<file path="src/rtl/spi_xact_pkg.sv">
package spi_xact_pkg;

  // Register byte offsets; software relies on these positions.
  localparam logic [3:0] OFS_OPCODE = 4'h0;
  localparam logic [3:0] OFS_COUNTS = 4'h1;
  localparam logic [3:0] OFS_CTRL   = 4'h2;
  localparam logic [3:0] OFS_FIFO   = 4'hC;
  localparam logic [3:0] OFS_PTR    = 4'hD;

  // Control byte bit positions.
  localparam int CTRL_GO_BIT  = 0;
  localparam int CTRL_RWD_BIT = 4;

  typedef enum logic [1:0] {
    SQ_IDLE  = 2'd0,
    SQ_SHIFT = 2'd1,
    SQ_TRAIL = 2'd2
  } seq_state_e;

endpackage

</file>
<file path="src/rtl/spi_xact_ring.sv">
module spi_xact_ring #(
  parameter int DEPTH = 8,
  localparam int PTR_W = $clog2(DEPTH)
) (
  input  logic             clk,
  input  logic             rst_n,
  input  logic             ptr_clr,
  input  logic             sw_acc,
  input  logic             sw_we,
  input  logic [7:0]       sw_wdata,
  output logic [7:0]       sw_rdata,
  output logic [PTR_W-1:0] ptr,
  input  logic [PTR_W-1:0] eng_raddr,
  output logic [7:0]       eng_rdata,
  input  logic             eng_we,
  input  logic [PTR_W-1:0] eng_waddr,
  input  logic [7:0]       eng_wdata
);

  logic [DEPTH-1:0][7:0] slot_q;
  logic [PTR_W-1:0]      ptr_q;

  // Storage: engine write-back and software writes never overlap in time
  // because software writes are blocked while busy; engine wins anyway.
  always_ff @(posedge clk or negedge rst_n) begin
    if (!rst_n) begin
      slot_q <= '0;
    end else begin
      for (int i = 0; i < DEPTH; i++) begin
        if (eng_we && eng_waddr == PTR_W'(i)) begin
          slot_q[i] <= eng_wdata;
        end else if (sw_we && ptr_q == PTR_W'(i)) begin
          slot_q[i] <= sw_wdata;
        end
      end
    end
  end

  // Shared pointer: rewind has priority over a step.
  always_ff @(posedge clk or negedge rst_n) begin
    if (!rst_n) begin
      ptr_q <= '0;
    end else if (ptr_clr) begin
      ptr_q <= '0;
    end else if (sw_acc) begin
      ptr_q <= ptr_q + 1'b1;
    end
  end

  assign ptr       = ptr_q;
  assign sw_rdata  = slot_q[ptr_q];
  assign eng_rdata = slot_q[eng_raddr];

endmodule

</file>
<file path="src/rtl/spi_xact_shifter.sv">
module spi_xact_shifter #(
  parameter int HALF_DIV = 2
) (
  input  logic       clk,
  input  logic       rst_n,
  input  logic       start,
  input  logic [7:0] tx_byte,
  input  logic       miso,
  output logic       sclk,
  output logic       mosi,
  output logic [7:0] rx_byte,
  output logic       byte_done,
  output logic       sclk_rise,
  output logic       sclk_fall
);

  localparam int DIV_W = (HALF_DIV > 1) ? $clog2(HALF_DIV) : 1;
  localparam logic [DIV_W-1:0] DIV_LAST = DIV_W'(HALF_DIV - 1);

  logic             active_q;
  logic             sclk_q;
  logic             done_q;
  logic [7:0]       sh_q;
  logic [7:0]       rx_q;
  logic [2:0]       bit_q;
  logic [DIV_W-1:0] div_q;
  logic             phase_end;

  assign phase_end = active_q && (div_q == DIV_LAST);
  assign sclk_rise = phase_end && !sclk_q;
  assign sclk_fall = phase_end && sclk_q;

  always_ff @(posedge clk or negedge rst_n) begin
    if (!rst_n) begin
      active_q <= 1'b0;
      sclk_q   <= 1'b0;
      done_q   <= 1'b0;
      sh_q     <= '0;
      rx_q     <= '0;
      bit_q    <= '0;
      div_q    <= '0;
    end else begin
      done_q <= 1'b0;
      if (start) begin
        active_q <= 1'b1;
        sh_q     <= tx_byte;
        bit_q    <= '0;
        div_q    <= '0;
        sclk_q   <= 1'b0;
      end else if (active_q) begin
        if (phase_end) begin
          div_q  <= '0;
          sclk_q <= !sclk_q;
          if (!sclk_q) begin
            rx_q <= {rx_q[6:0], miso};
          end else if (bit_q == 3'd7) begin
            active_q <= 1'b0;
            done_q   <= 1'b1;
          end else begin
            bit_q <= bit_q + 1'b1;
            sh_q  <= {sh_q[6:0], 1'b0};
          end
        end else begin
          div_q <= div_q + 1'b1;
        end
      end
    end
  end

  assign sclk      = sclk_q;
  assign mosi      = active_q & sh_q[7];
  assign rx_byte   = rx_q;
  assign byte_done = done_q;

endmodule

</file>
<file path="src/rtl/spi_xact_seq.sv">
module spi_xact_seq
  import spi_xact_pkg::*;
#(
  parameter int DEPTH    = 8,
  parameter int HALF_DIV = 2,
  localparam int PTR_W = $clog2(DEPTH),
  localparam int IDX_W = $clog2(2 * DEPTH + 1)
) (
  input  logic             clk,
  input  logic             rst_n,
  input  logic             go,
  input  logic [7:0]       opcode,
  input  logic [IDX_W-1:0] send_n,
  input  logic [IDX_W-1:0] recv_n,
  input  logic [7:0]       ring_rdata,
  input  logic             byte_done,
  input  logic [7:0]       rx_byte,
  output logic             busy,
  output logic             cs_n,
  output logic             start,
  output logic [7:0]       tx_byte,
  output logic [PTR_W-1:0] ring_raddr,
  output logic             ring_we,
  output logic [PTR_W-1:0] ring_waddr,
  output logic [7:0]       ring_wdata,
  output logic             xact_end
);

  localparam int DIV_W = (HALF_DIV > 1) ? $clog2(HALF_DIV) : 1;
  localparam logic [DIV_W-1:0] TRAIL_LAST = DIV_W'(HALF_DIV - 1);

  seq_state_e       st_q;
  logic [IDX_W-1:0] idx_q;
  logic [IDX_W-1:0] total_q;
  logic [IDX_W-1:0] prev_idx;
  logic [DIV_W-1:0] tcnt_q;
  logic             cs_q;
  logic             more;
  logic             shift_done;

  // Byte index 0 is the command byte; index k >= 1 uses ring slot k-1.
  function automatic logic is_payload(input logic [IDX_W-1:0] slot_idx,
                                      input logic [IDX_W-1:0] n_send);
    return slot_idx < n_send;
  endfunction

  assign more       = idx_q != total_q;
  assign shift_done = (st_q == SQ_SHIFT) && byte_done;
  assign prev_idx   = idx_q - 1'b1;

  assign start      = go | (shift_done && more);
  assign ring_raddr = idx_q[PTR_W-1:0];
  assign tx_byte    = go ? opcode :
                      (is_payload(idx_q, send_n) ? ring_rdata : 8'h00);

  assign ring_we    = shift_done && (idx_q != '0);
  assign ring_waddr = prev_idx[PTR_W-1:0];
  assign ring_wdata = rx_byte;

  assign xact_end   = (st_q == SQ_TRAIL) && (tcnt_q >= TRAIL_LAST);
  assign busy       = st_q != SQ_IDLE;
  assign cs_n       = cs_q;

  always_ff @(posedge clk or negedge rst_n) begin
    if (!rst_n) begin
      st_q    <= SQ_IDLE;
      idx_q   <= '0;
      total_q <= '0;
      tcnt_q  <= '0;
      cs_q    <= 1'b1;
    end else begin
      unique case (st_q)
        SQ_IDLE: begin
          if (go) begin
            st_q    <= SQ_SHIFT;
            cs_q    <= 1'b0;
            idx_q   <= '0;
            total_q <= send_n + recv_n;
          end
        end
        SQ_SHIFT: begin
          if (byte_done) begin
            if (more) begin
              idx_q <= idx_q + 1'b1;
            end else begin
              st_q   <= SQ_TRAIL;
              // one clock of the trailing half-period has already passed
              tcnt_q <= DIV_W'(1);
            end
          end
        end
        SQ_TRAIL: begin
          if (tcnt_q >= TRAIL_LAST) begin
            cs_q <= 1'b1;
            st_q <= SQ_IDLE;
          end else begin
            tcnt_q <= tcnt_q + 1'b1;
          end
        end
        default: st_q <= SQ_IDLE;
      endcase
    end
  end

endmodule

</file>
<file path="src/rtl/spi_xact_engine.sv">
module spi_xact_engine
  import spi_xact_pkg::*;
#(
  parameter int DEPTH    = 8,
  parameter int HALF_DIV = 2
) (
  input  logic       clk,
  input  logic       rst_n,
  input  logic [3:0] reg_addr,
  input  logic       reg_wr,
  input  logic [7:0] reg_wdata,
  input  logic       reg_rd,
  output logic [7:0] reg_rdata,
  output logic       spi_sclk,
  output logic       spi_mosi,
  input  logic       spi_miso,
  output logic       spi_cs_n
);

  localparam int PTR_W = $clog2(DEPTH);
  localparam int IDX_W = $clog2(2 * DEPTH + 1);

  logic [7:0]       opcode_q;
  logic [7:0]       cnt_q;
  logic [IDX_W-1:0] send_n;
  logic [IDX_W-1:0] recv_n;
  logic             busy;
  logic             go;
  logic             ptr_clr;
  logic             fifo_wr;
  logic             fifo_acc;
  logic             wr_open;
  logic [7:0]       fifo_rdata;
  logic [PTR_W-1:0] ptr;
  logic [PTR_W-1:0] eng_raddr;
  logic [7:0]       eng_rdata;
  logic             eng_we;
  logic [PTR_W-1:0] eng_waddr;
  logic [7:0]       eng_wdata;
  logic             sh_start;
  logic [7:0]       sh_tx;
  logic [7:0]       sh_rx;
  logic             byte_done;
  logic             sclk_rise;
  logic             sclk_fall;
  logic             xact_end;

  // Count fields saturate at the ring depth.
  function automatic logic [IDX_W-1:0] clamp_len(input logic [3:0] raw);
    return (int'(raw) > DEPTH) ? IDX_W'(DEPTH) : IDX_W'(raw);
  endfunction

  assign send_n = clamp_len(cnt_q[3:0]);
  assign recv_n = clamp_len(cnt_q[7:4]);

  // Register decode
  assign wr_open  = reg_wr && !busy;
  assign go       = reg_wr && (reg_addr == OFS_CTRL) && reg_wdata[CTRL_GO_BIT] && !busy;
  assign ptr_clr  = reg_wr && (reg_addr == OFS_CTRL) && reg_wdata[CTRL_RWD_BIT];
  assign fifo_wr  = wr_open && (reg_addr == OFS_FIFO);
  assign fifo_acc = fifo_wr || (reg_rd && (reg_addr == OFS_FIFO));

  always_ff @(posedge clk or negedge rst_n) begin
    if (!rst_n) begin
      opcode_q <= '0;
      cnt_q    <= '0;
    end else if (wr_open) begin
      if (reg_addr == OFS_OPCODE) opcode_q <= reg_wdata;
      if (reg_addr == OFS_COUNTS) cnt_q    <= reg_wdata;
    end
  end

  always_comb begin
    reg_rdata = 8'h00;
    unique case (reg_addr)
      OFS_OPCODE: reg_rdata = opcode_q;
      OFS_COUNTS: reg_rdata = cnt_q;
      OFS_CTRL:   reg_rdata = {7'b0, busy};
      OFS_FIFO:   reg_rdata = fifo_rdata;
      OFS_PTR:    reg_rdata = 8'(ptr);
      default:    reg_rdata = 8'h00;
    endcase
  end

  spi_xact_ring #(.DEPTH(DEPTH)) u_ring (
    .clk       (clk),
    .rst_n     (rst_n),
    .ptr_clr   (ptr_clr),
    .sw_acc    (fifo_acc),
    .sw_we     (fifo_wr),
    .sw_wdata  (reg_wdata),
    .sw_rdata  (fifo_rdata),
    .ptr       (ptr),
    .eng_raddr (eng_raddr),
    .eng_rdata (eng_rdata),
    .eng_we    (eng_we),
    .eng_waddr (eng_waddr),
    .eng_wdata (eng_wdata)
  );

  spi_xact_seq #(.DEPTH(DEPTH), .HALF_DIV(HALF_DIV)) u_seq (
    .clk        (clk),
    .rst_n      (rst_n),
    .go         (go),
    .opcode     (opcode_q),
    .send_n     (send_n),
    .recv_n     (recv_n),
    .ring_rdata (eng_rdata),
    .byte_done  (byte_done),
    .rx_byte    (sh_rx),
    .busy       (busy),
    .cs_n       (spi_cs_n),
    .start      (sh_start),
    .tx_byte    (sh_tx),
    .ring_raddr (eng_raddr),
    .ring_we    (eng_we),
    .ring_waddr (eng_waddr),
    .ring_wdata (eng_wdata),
    .xact_end   (xact_end)
  );

  spi_xact_shifter #(.HALF_DIV(HALF_DIV)) u_shift (
    .clk       (clk),
    .rst_n     (rst_n),
    .start     (sh_start),
    .tx_byte   (sh_tx),
    .miso      (spi_miso),
    .sclk      (spi_sclk),
    .mosi      (spi_mosi),
    .rx_byte   (sh_rx),
    .byte_done (byte_done),
    .sclk_rise (sclk_rise),
    .sclk_fall (sclk_fall)
  );

endmodule

</file>
<file path="config.mk">
export PLATFORM = sky130hd
export DESIGN_NAME = spi_xact_engine
export DESIGN_NICKNAME = d
export VERILOG_FILES = /design/src/rtl/spi_xact_pkg.sv /design/src/rtl/spi_xact_ring.sv /design/src/rtl/spi_xact_shifter.sv /design/src/rtl/spi_xact_seq.sv /design/src/rtl/spi_xact_engine.sv
export SDC_FILE = /design/constraint.sdc
export NUM_CORES = 1
export LEC_CHECK = 0
export ABC_AREA = 1
export BUFFER_PORTS_ARGS = -buffer_cell sky130_fd_sc_hd__buf_2
export CAP_MARGIN = 25
export CORE_ASPECT_RATIO = 0.75
export CORE_UTILIZATION = 30
export CTS_CLUSTER_DIAMETER = 150
export DETAILED_ROUTE_END_ITERATION = 6
export PLACE_DENSITY = 0.46
export SYNTH_ARGS = -nofsm -noshare
export SYNTH_HDL_FRONTEND = slang
export SYNTH_HIERARCHICAL = 1
export SYNTH_SLANG_ARGS = --single-unit
</file>
<file path="constraint.sdc">
create_clock -name clk -period 5.7 [get_ports clk]
set_input_delay 1.14 -clock clk [delete_from_list [all_inputs] [get_ports clk]]
set_output_delay 1.14 -clock clk [all_outputs]
set_load 0.05 [all_outputs]
</file>
==> summary.md <==
| Metric | Value |
|---|---|
| Outcome | `complete, no violations` |
| CTS resizes | `0` |
| I/O pin count | `28` |
| DRT iter0 DRCs | `873` |
| Net switching power | `0.865 mW` |
| CTS Sinks | `120` |
| Inserted Diodes | `0` |
| Skew-Pair Late Insertion Delay | `0.43 ns` |
| Chip width | `194 µm` |
| Lkg Pwr | `4.83 nW` |
| DP Wirelength | `21.0 mm` |
| Area of the multi-input gates | `0.00435 mm²` |
| Core Box Area | `0.0271 mm²` |
| Pre-antenna DRT Iters | `6` |
| Crit Path Max Fanout | `37` |
| First-pass GRT wire length | `46.0 mm` |
| Maximum vdd drop | `0.000188 V` |
| Unrepaired setup endpoints after global routing | `false` |
| Register share of total power | `36.2%` |
| Sw frac | `33.7%` |
| Worst slew pin tran | `0.845 ns` |
| GP Congestion | `0.926` |
| Setup CP Type | `register to primary output` |
| Drt total wl | `29.5 mm` |
| Die area | `0.0283 mm²` |
| CP arrival | `2.79 ns` |
| Final Skew | `0.0105 ns` |
| Post-Syn Instances | `1260` |
| Setup repair bufs after CTS | `0` |
| Critical Path RT | `4.56 ns` |
| Hold violation count in the final report | `0` |
| Max_cap viols | `0` |
| Max Fclk | `254 MHz` |
| Routed Antenna Nets | `0` |
| Pre-CTS setup slack | `1.50 ns` |
| Worst Slack Setup Final | `1.77 ns` |
| Initial Util | `30.6%` |
| Crit end category | `primary output` |
| Ratio of cells with drive above 1 in the final layout | `10.2%` |
| Setup crit start kind | `register` |
| DR DRC count | `0` |
| Setup_tns | `0 ns` |
| Clock power share | `43.2%` |
| CTS tree | `built` |
| Reg area | `0.00300 mm²` |
| Number of global-route vias before repair | `7763` |
| Vias/cell | `5.05` |
| Period utilization | `69.0%` |
| Internal power | `1.70 mW` |
| H-tree levels | `4` |
| Relative slew slack | `43.7%` |
| Hold_buf cts | `0` |
| Hold Path Class | `register to register` |
| Layout Nets | `1292` |
| Tot GR Track Use | `21.6%` |
| Layout area overhead | `10.7%` |
| Final setup vio count | `0` |
| Die height | `146 µm` |
| Synthesized area per cell | `6.57 µm²` |
| Combinational Power Share | `20.6%` |
| Fill count | `3000` |
| Synth warn | `6` |
| Max-slew violations | `0` |
| Tmin final | `3.93 ns` |
| Largest net degree at the start of global routing | `45` |
| DR vias | `8178` |
| Remaining Overflow, GRT | `0` |
| FP Rows | `52` |
| Mapped Area | `0.00828 mm²` |
| WL per Instance | `18.2 µm` |
| Clk slew on worst S/H paths | `0.06 ns` |
| Port bufs | `27` |
| Pwr Density | `280 mW/mm²` |
| Clock root cell | `clkbuf_16` |
| Initial antenna violation count | `0` |
| CTS buffer count | `17` |
| Clock Path Buffers | `2` |
through the flow:
stage | std cells | utilization [%] | power [mW] | instance area (µm²) | hold WS [ns]
3_3_place_gp | 1586 | 31.6 | 1.46 | 8540 | 0.456
3_5_place_dp | 1587 | 31.7 | 1.45 | 8570 | 0.460
2_1_floorplan | 1262 | - | 1.27 | 8280 | 0.442
4_1_cts | 1619 | 33.9 | 2.58 | 9160 | 0.474
5_1_grt | 1619 | 33.9 | 2.67 | 9160 | 0.491
6_report | 1619 | 33.9 | 2.57 | 9160 | 0.473
cell type report:
cell class / instances / area share (%)
well taps: 351 / 4.79
repair buffers: 36 / 2.46
clock inverters: 7 / 0.983
inverters: 145 / 5.97
clock buffers: 25 / 5.52
multi-input cells: 935 / 47.5
flip-flops and latches: 120 / 32.8
worst max-delay path: stages (launching register included):
cell	delay [ns]
dfrtp_1	0.32
buf_4	0.38
inv_1	0.23
buf_4	0.30
nand2_1	0.10
nand3_1	0.06
nand2_1	0.19
nand2_1	0.12
nand2_1	0.14
nand3_1	0.09
nand4_1	0.13
buf_2	0.27
power groups by stage:
| stage | Clock [mW] | Combinational (mW) | Sequential [mW] |
|---|---|---|---|
| 2_1_floorplan | 0 | 0.375 | 0.896 |
| 3_5_place_dp | 0 | 0.510 | 0.942 |
| 4_1_cts | 1.14 | 0.514 | 0.927 |
| 6_report | 1.11 | 0.527 | 0.930 |
| 5_1_grt | 1.17 | 0.571 | 0.933 |
| 3_3_place_gp | 0 | 0.514 | 0.944 |
routing by layer:
metal  vias up  wire length (µm)  GRT usage [%]  share of wire [%]
li1       3941                 -              -                  -
met1      3872             15400           34.3                 52
met2       332             11000           28.1                 37
met3        33              2640           5.08                9.0
met4         0               446           5.92                1.5
met5         -                 0              0                  0
cells in the final DEF (no fill, tap or decap), types with 3 or more instances in the layout:
cell type,count
nand3_2,4
nor2_1,35
xnor2_1,4
clkbuf_1,3
buf_4,9
buf_2,26
clkbuf_8,5
nand3_4,3
nand4_1,4
conb_1,3
nand2_2,13
nand2_1,518
nor3_1,4
a21oi_1,5
dfrtp_1,119
inv_2,18
clkinv_2,3
nor2_2,11
o21ai_1,10
o21ai_0,32
o21ai_2,3
ha_1,19
nor2_4,6
inv_1,124
nand3_1,248
clkbuf_16,17
path summary, 6_finish.rpt:
kind | startpoint | end | cells past startpoint | slack, ns
max reg2reg | u_seq/st_q[1] | u_shift/sh_q[6] | 13 | 2.17
max | u_ring/ptr[0] | reg_rdata[2] | 11 | 1.77
max in group asynchronous | rst_n | opcode_q[6] | 2 | 3.99
min in group asynchronous | rst_n | u_ring/slot_q[4] | 1 | 0.69
min reg2reg | u_ring/slot_q[32] | u_ring/slot_q[32] | 2 | 0.47
min | u_ring/slot_q[32] | u_ring/slot_q[32] | 2 | 0.47
sequential cells by signal, summed over array words and instances (netlist names):
register,count
u_seq/idx_q,5
u_shift/byte_done,1
u_seq/tcnt_q,1
u_shift/sclk,1
u_shift/bit_q,3
u_seq/cs_n,1
u_shift/div_q,1
cnt_q,8
u_shift/sh_q,8
u_ring/slot_q,64
u_seq/total_q,5
u_shift/active_q,1
u_seq/st_q,2
u_ring/ptr,3
u_shift/rx_byte,8
opcode_q,8
No activity file was read; power rests on OpenSTA's default activity.
